<file path="src/rtl/freq_trim_pkg.sv">
package freq_trim_pkg;
  typedef enum logic [1:0] {
    WIN_3    = 2'd0,
    WIN_7    = 2'd1,
    WIN_15   = 2'd2,
    WIN_FULL = 2'd3
  } win_e;
  localparam int N_WIN = 4;
endpackage

</file>
<file path="src/rtl/offset_limiter.sv">
module offset_limiter import freq_trim_pkg::*; #(
  parameter int OFS_W = 6
) (
  input  logic [OFS_W-1:0] ofs_i,
  input  logic [1:0]       range_sel_i,
  output logic [OFS_W-1:0] lim_o
);
  localparam int LW = OFS_W + 1;

  logic signed [LW-1:0] bound [N_WIN];
  logic signed [LW-1:0] val, mag, res;

  // window k is +/-(2^(k+2)-1); the last one covers the whole estimate range
  for (genvar k = 0; k < N_WIN; k++) begin : g_bound
    if (k == N_WIN - 1) begin : g_full
      assign bound[k] = LW'((1 << OFS_W) - 1);
    end else begin : g_win
      assign bound[k] = LW'((1 << (k + 2)) - 1);
    end
  end

  assign val = signed'({ofs_i[OFS_W-1], ofs_i});
  assign mag = bound[range_sel_i];

  always_comb begin
    res = val;
    if (val > mag)       res = mag;
    else if (val < -mag) res = -mag;
  end

  assign lim_o = OFS_W'(res);
endmodule

</file>
<file path="src/rtl/word_saturator.sv">
module word_saturator #(
  parameter int WORD_W   = 12,
  parameter int OFS_W    = 6,
  parameter int WORD_MIN = 96,
  parameter int WORD_MAX = 3903
) (
  input  logic [WORD_W-1:0] base_i,
  input  logic [OFS_W-1:0]  ofs_i,
  output logic [WORD_W-1:0] word_o
);
  localparam int SW = WORD_W + 2;
  localparam logic signed [SW-1:0] LO = SW'(WORD_MIN);
  localparam logic signed [SW-1:0] HI = SW'(WORD_MAX);

  logic signed [SW-1:0] sum, clamped;

  assign sum = signed'({2'b00, base_i}) +
               signed'({{(SW-OFS_W){ofs_i[OFS_W-1]}}, ofs_i});

  always_comb begin
    clamped = sum;
    if (sum < LO)      clamped = LO;
    else if (sum > HI) clamped = HI;
  end

  assign word_o = WORD_W'(clamped);
endmodule

</file>
<file path="src/rtl/trim_ctrl.sv">
module trim_ctrl #(
  parameter int OFS_W = 6
) (
  input  logic             clk_i,
  input  logic             rst_ni,
  input  logic             enable_i,
  input  logic             auto_mode_i,
  input  logic             strobe_i,
  input  logic [OFS_W-1:0] ofs_i,
  input  logic             ofs_valid_i,
  input  logic [OFS_W-1:0] lim_i,
  output logic [OFS_W-1:0] cand_o,
  output logic [OFS_W-1:0] applied_o
);
  logic [OFS_W-1:0] pend_q, appl_q;
  logic             stb_q, rise, load;

  assign rise   = strobe_i & ~stb_q;
  // a fresh estimate wins over the pending one
  assign cand_o = ofs_valid_i ? ofs_i : pend_q;
  assign load   = enable_i & (auto_mode_i ? ofs_valid_i : rise);

  always_ff @(posedge clk_i or negedge rst_ni) begin
    if (!rst_ni) begin
      stb_q  <= 1'b0;
      pend_q <= '0;
      appl_q <= '0;
    end else begin
      stb_q <= strobe_i;
      if (!enable_i) begin
        pend_q <= '0;
        appl_q <= '0;
      end else begin
        if (ofs_valid_i) pend_q <= ofs_i;
        if (load)        appl_q <= lim_i;
      end
    end
  end

  assign applied_o = appl_q;
endmodule

</file>
<file path="src/rtl/freq_trim.sv">
module freq_trim #(
  parameter int WORD_W   = 12,
  parameter int OFS_W    = 6,
  parameter int WORD_MIN = 96,
  parameter int WORD_MAX = 3903
) (
  input  logic              clk_i,
  input  logic              rst_ni,
  input  logic              enable_i,
  input  logic              auto_mode_i,
  input  logic [1:0]        range_sel_i,
  input  logic              strobe_i,
  input  logic [WORD_W-1:0] base_word_i,
  input  logic [OFS_W-1:0]  ofs_i,
  input  logic              ofs_valid_i,
  output logic [WORD_W-1:0] word_o
);
  logic [OFS_W-1:0]  cand, lim, applied;
  logic [WORD_W-1:0] sat_word;

  trim_ctrl #(.OFS_W(OFS_W)) u_ctrl (
    .clk_i      (clk_i),
    .rst_ni     (rst_ni),
    .enable_i   (enable_i),
    .auto_mode_i(auto_mode_i),
    .strobe_i   (strobe_i),
    .ofs_i      (ofs_i),
    .ofs_valid_i(ofs_valid_i),
    .lim_i      (lim),
    .cand_o     (cand),
    .applied_o  (applied)
  );

  offset_limiter #(.OFS_W(OFS_W)) u_lim (
    .ofs_i      (cand),
    .range_sel_i(range_sel_i),
    .lim_o      (lim)
  );

  word_saturator #(
    .WORD_W  (WORD_W),
    .OFS_W   (OFS_W),
    .WORD_MIN(WORD_MIN),
    .WORD_MAX(WORD_MAX)
  ) u_sat (
    .base_i(base_word_i),
    .ofs_i (applied),
    .word_o(sat_word)
  );

  assign word_o = enable_i ? sat_word : base_word_i;
endmodule

</file>
<file path="config.mk">
export PLATFORM = sky130hd
export DESIGN_NAME = freq_trim
export DESIGN_NICKNAME = d
export VERILOG_FILES = /design/src/rtl/freq_trim_pkg.sv /design/src/rtl/offset_limiter.sv /design/src/rtl/word_saturator.sv /design/src/rtl/trim_ctrl.sv /design/src/rtl/freq_trim.sv
export SDC_FILE = /design/constraint.sdc
export NUM_CORES = 1
export LEC_CHECK = 0
export BUFFER_PORTS_ARGS = -buffer_cell sky130_fd_sc_hd__clkbuf_2
export CAP_MARGIN = 20
export CORE_MARGIN = 1
export CORE_UTILIZATION = 57
export CTS_CLUSTER_DIAMETER = 30
export DETAILED_ROUTE_END_ITERATION = 16
export GPL_TIMING_DRIVEN = 0
export PLACE_DENSITY_LB_ADDON = 0.15
export SETUP_SLACK_MARGIN = 0.3
export SLEW_MARGIN = 20
export SYNTH_ARGS = -nofsm -noshare
export SYNTH_HDL_FRONTEND = slang
export SYNTH_HIERARCHICAL = 1
export SYNTH_SLANG_ARGS = --single-unit
</file>
<file path="constraint.sdc">
create_clock -name clk_i -period 3.59 [get_ports clk_i]
set_clock_uncertainty 0.15 [all_clocks]
set_input_delay 0.359 -clock clk_i [delete_from_list [all_inputs] [get_ports clk_i]]
set_output_delay 0.359 -clock clk_i [all_outputs]
set_load 0.1 [all_outputs]
</file>
==> out/metrics.csv <==
metric,value,unit
Static Leak,1.38,nW
CP startpoint kind,flip-flop,
first-pass GRT wire length,9250,um
Setup crit start,u_ctrl/applied_o[0]$_DFFE_PN0P_,
Via density,6.79,
drt total wl,7230,um
failing checks,setup timing,
top achievable clock speed,253,MHz
RSZ-0062 raised after global routing,true,
internal power,0.711,mW
initial antenna violation count,0,
crit-path cells,"ha_4, inv_2, fa_2, nor2b_4, o2111ai_4, nand3_4, buf_4, nand4_1, nand3_1, and4_1, clkbuf_8, a211oi_1, o21ai_1, mux2_4, clkbuf_16",
Ports,38,
status,finished with violations,
Syn Nets,275,
Vias,2207,
Reg2Reg Launch Point,u_ctrl/pend_q[4]$_DFF_PN0_,
H-tree depth,1,
worst-margin pin slew,473,ps
Final Hold Fails,0,
Worst path max stage delay,410,ps
fin crit share,110,%
dpl cell area,2240,um2
fraction of registers with async set/reset,100,%
Final Setup Violations,12,
clock power share,6.2,%
Max-Cap Viols,0,
Util after Layout,87.0,%
# nets final,330,
Most used DFF post-synth,dfrtp_1,
Sw Share,52.1,%
crit path kind,flip-flop to primary output,
Peak supply drop,0.303,mV
reg2reg path depth,9,
"Seq/Total Area, Yosys",16.2,%
Worst-path clk slew,90,ps
final worst slack,-364,ps
R2R Path End,u_ctrl/applied_o[3]$_DFFE_PN0P_,
number of flops mapped to enable cells by yosys,0,
CTS tree,done,
Net Switching,0.773,mW
FP Rows,21,
clk sink count,13,
syn_area_per_cell,8.90,um2
Critical Path Sink,word_o[0],
sequential share of power,12.0,%
Longest Clk Path Bufs,2,
critical path peak fanout,8,
Die ar.,3760,um2
Yosys cell types,55,
Root Buffer,clkbuf_4,
DR DRC count,0,
share of post-route cells with drive strength above 1,47.3,%
Starting DRT DRC Count,310,
WHS,46.2,ps
Total Neg Setup Slack,-2530,ps
reg2reg setup slack,760,ps
final max-slew violation count,0,
area delta synth->final,46.0,%
Final ANT Viol Nets,0,
Hold Crit Class,input port to flip-flop,
vias in the first global route,2018,
routed len/inst,22.2,um
detailed-router iteration count before antenna repair,7,
"Req. time, crit path",3080,ps
relative slew slack,68.4,%
GP Congestion,0.842,
# port buffers,36,
mapped cell area,2000,um2
Worst EP arrival,3450,ps
synth warn,6,
fin area,2930,um2
fin crit period,3950,ps
post-DP HPWL,3430,um
Chip Height,61.3,um
later-pin clock latency in the skew report,280,ps
core area,3360,um2
Setup crit end kind,primary output,
Pwr Density,508,nW/um2
Total GRT Usage,34.2,%
Initial Util,59.6,%
total grt overflow,0,
ant diodes,0,
largest net degree at the start of global routing,14,
Critical-path top delay cell,dfrtp_1,
Post-Synthesis Cells,225,
Final Total Pwr,1.48,mW
Die Wd,61.3,um
share of power burned in combinational logic,81.9,%
Num CTS Buffers,3,
Yosys reg bits,13,
flip-flops by register name (all words and copies together), names as in the netlist:
| register | flops |
|---|---|
| u_ctrl/applied_o | 6 |
| u_ctrl/pend_q | 6 |
| u_ctrl/stb_q | 1 |
how the worst min path moves through the flow:
stage	start	endpoint	slack, ps	cells past startpoint
CTS	strobe_i	u_ctrl/stb_q$_DFF_PN0_	40	1
floorplan	rst_ni	u_ctrl/applied_o[0]$_DFFE_PN0P_	-90	0
detailed placement	rst_ni	u_ctrl/applied_o[4]$_DFFE_PN0P_	120	1
global route	strobe_i	u_ctrl/stb_q$_DFF_PN0_	30	1
finish	strobe_i	u_ctrl/stb_q$_DFF_PN0_	50	1
global placement	rst_ni	u_ctrl/applied_o[4]$_DFFE_PN0P_	120	1
layout by cell type (no fill, tap or decap), types with 5 or more instances in the layout:
| cell type | instances |
|---|---|
| mux2_2 | 8 |
| nand2b_1 | 6 |
| ha_4 | 6 |
| ha_1 | 15 |
| buf_4 | 14 |
| mux2i_1 | 6 |
| mux2_4 | 10 |
| clkbuf_2 | 24 |
| dfrtp_1 | 12 |
| and2_1 | 8 |
| nand2_1 | 19 |
| nor2_1 | 6 |
| o21ai_0 | 12 |
| clkbuf_16 | 12 |
| inv_1 | 16 |
| a221o_1 | 5 |
| a21oi_1 | 5 |
Yosys cell counts, types with 5 or more instances:
cell type | count | share of area, %
and2_1 | 9 | 2.8
nand2_1 | 20 | 3.7
mux2i_1 | 8 | 4.0
nor2_1 | 7 | 1.3
dfrtp_1 | 13 | 16
mux2_4 | 10 | 7.5
inv_1 | 18 | 3.4
a221o_1 | 5 | 2.5
a211oi_1 | 5 | 1.9
xnor2_1 | 7 | 3.1
mux2_2 | 8 | 4.5
nand2b_1 | 6 | 1.9
a21oi_1 | 7 | 1.7
ha_1 | 23 | 14
o21ai_0 | 14 | 3.5
metal layers:
| layer | global-route usage [%] | vias up | share of wire, % |
|---|---|---|---|
| li1 | - | 940 | - |
| met1 | 37.8 | 1019 | 36 |
| met2 | 61.2 | 181 | 50 |
| met3 | 5.46 | 67 | 7.9 |
| met4 | 21.1 | 0 | 6.4 |
| met5 | 0 | - | 0 |
stage by stage:
| step | setup WS (ps) | cells |
|---|---|---|
| finish | -364 | 325 |
| floorplan | 343 | 225 |
| global route | -492 | 325 |
| CTS | -98.8 | 320 |
| detailed placement | -331 | 307 |
| global placement | -310 | 307 |
repair_timing:
item                                    CTS  global route
endpoints found under the setup margin   12            12
setup buffers                             8             5
resized for setup                        76            20
endpoints found under the hold margin    13             0
hold buffers                              1             0
pin swaps                                11             6
power by group through the flow:
stage / logic, mW / clock network (mW) / registers (mW)
floorplan: 0.678 / 0 / 0.172
global placement: 0.783 / 0 / 0.176
detailed placement: 0.792 / 0 / 0.176
CTS: 1.05 / 0.0937 / 0.177
global route: 1.27 / 0.103 / 0.179
finish: 1.22 / 0.0918 / 0.177
critical path: cells and delay by family (launching register included):
family          cells  cell delay, ps
simple gates        5             760
mux                 1             290
compound gates      3             680
buf+inv             4             590
flops               1             410
fa+ha+maj           2             430
cell families (layout without fill, tap and decap cells):
family	Yosys count	in the layout	share of synthesized area, %
AOI/OAI and AO/OA	65	65	25.7
xor gates and xnor gates	8	8	3.50
adders and majority gates	24	24	15.4
buffers and inverters	25	79	5.37
DFF	13	13	16.2
muxes	26	26	16.0
and+or+nand+nor	64	64	17.9
area by class of cell:
class / count / area, um2
multi-input combinational: 187 / 1850
clock buffer: 3 / 22.5
buffer: 7 / 60.1
clock inverter: 1 / 5.00
inverter: 18 / 67.6
fill: 164 / 438
sequential: 13 / 327
timing repair buffer: 50 / 532
tap: 46 / 57.6
Note: power is estimated with default switching activity, not from simulation.
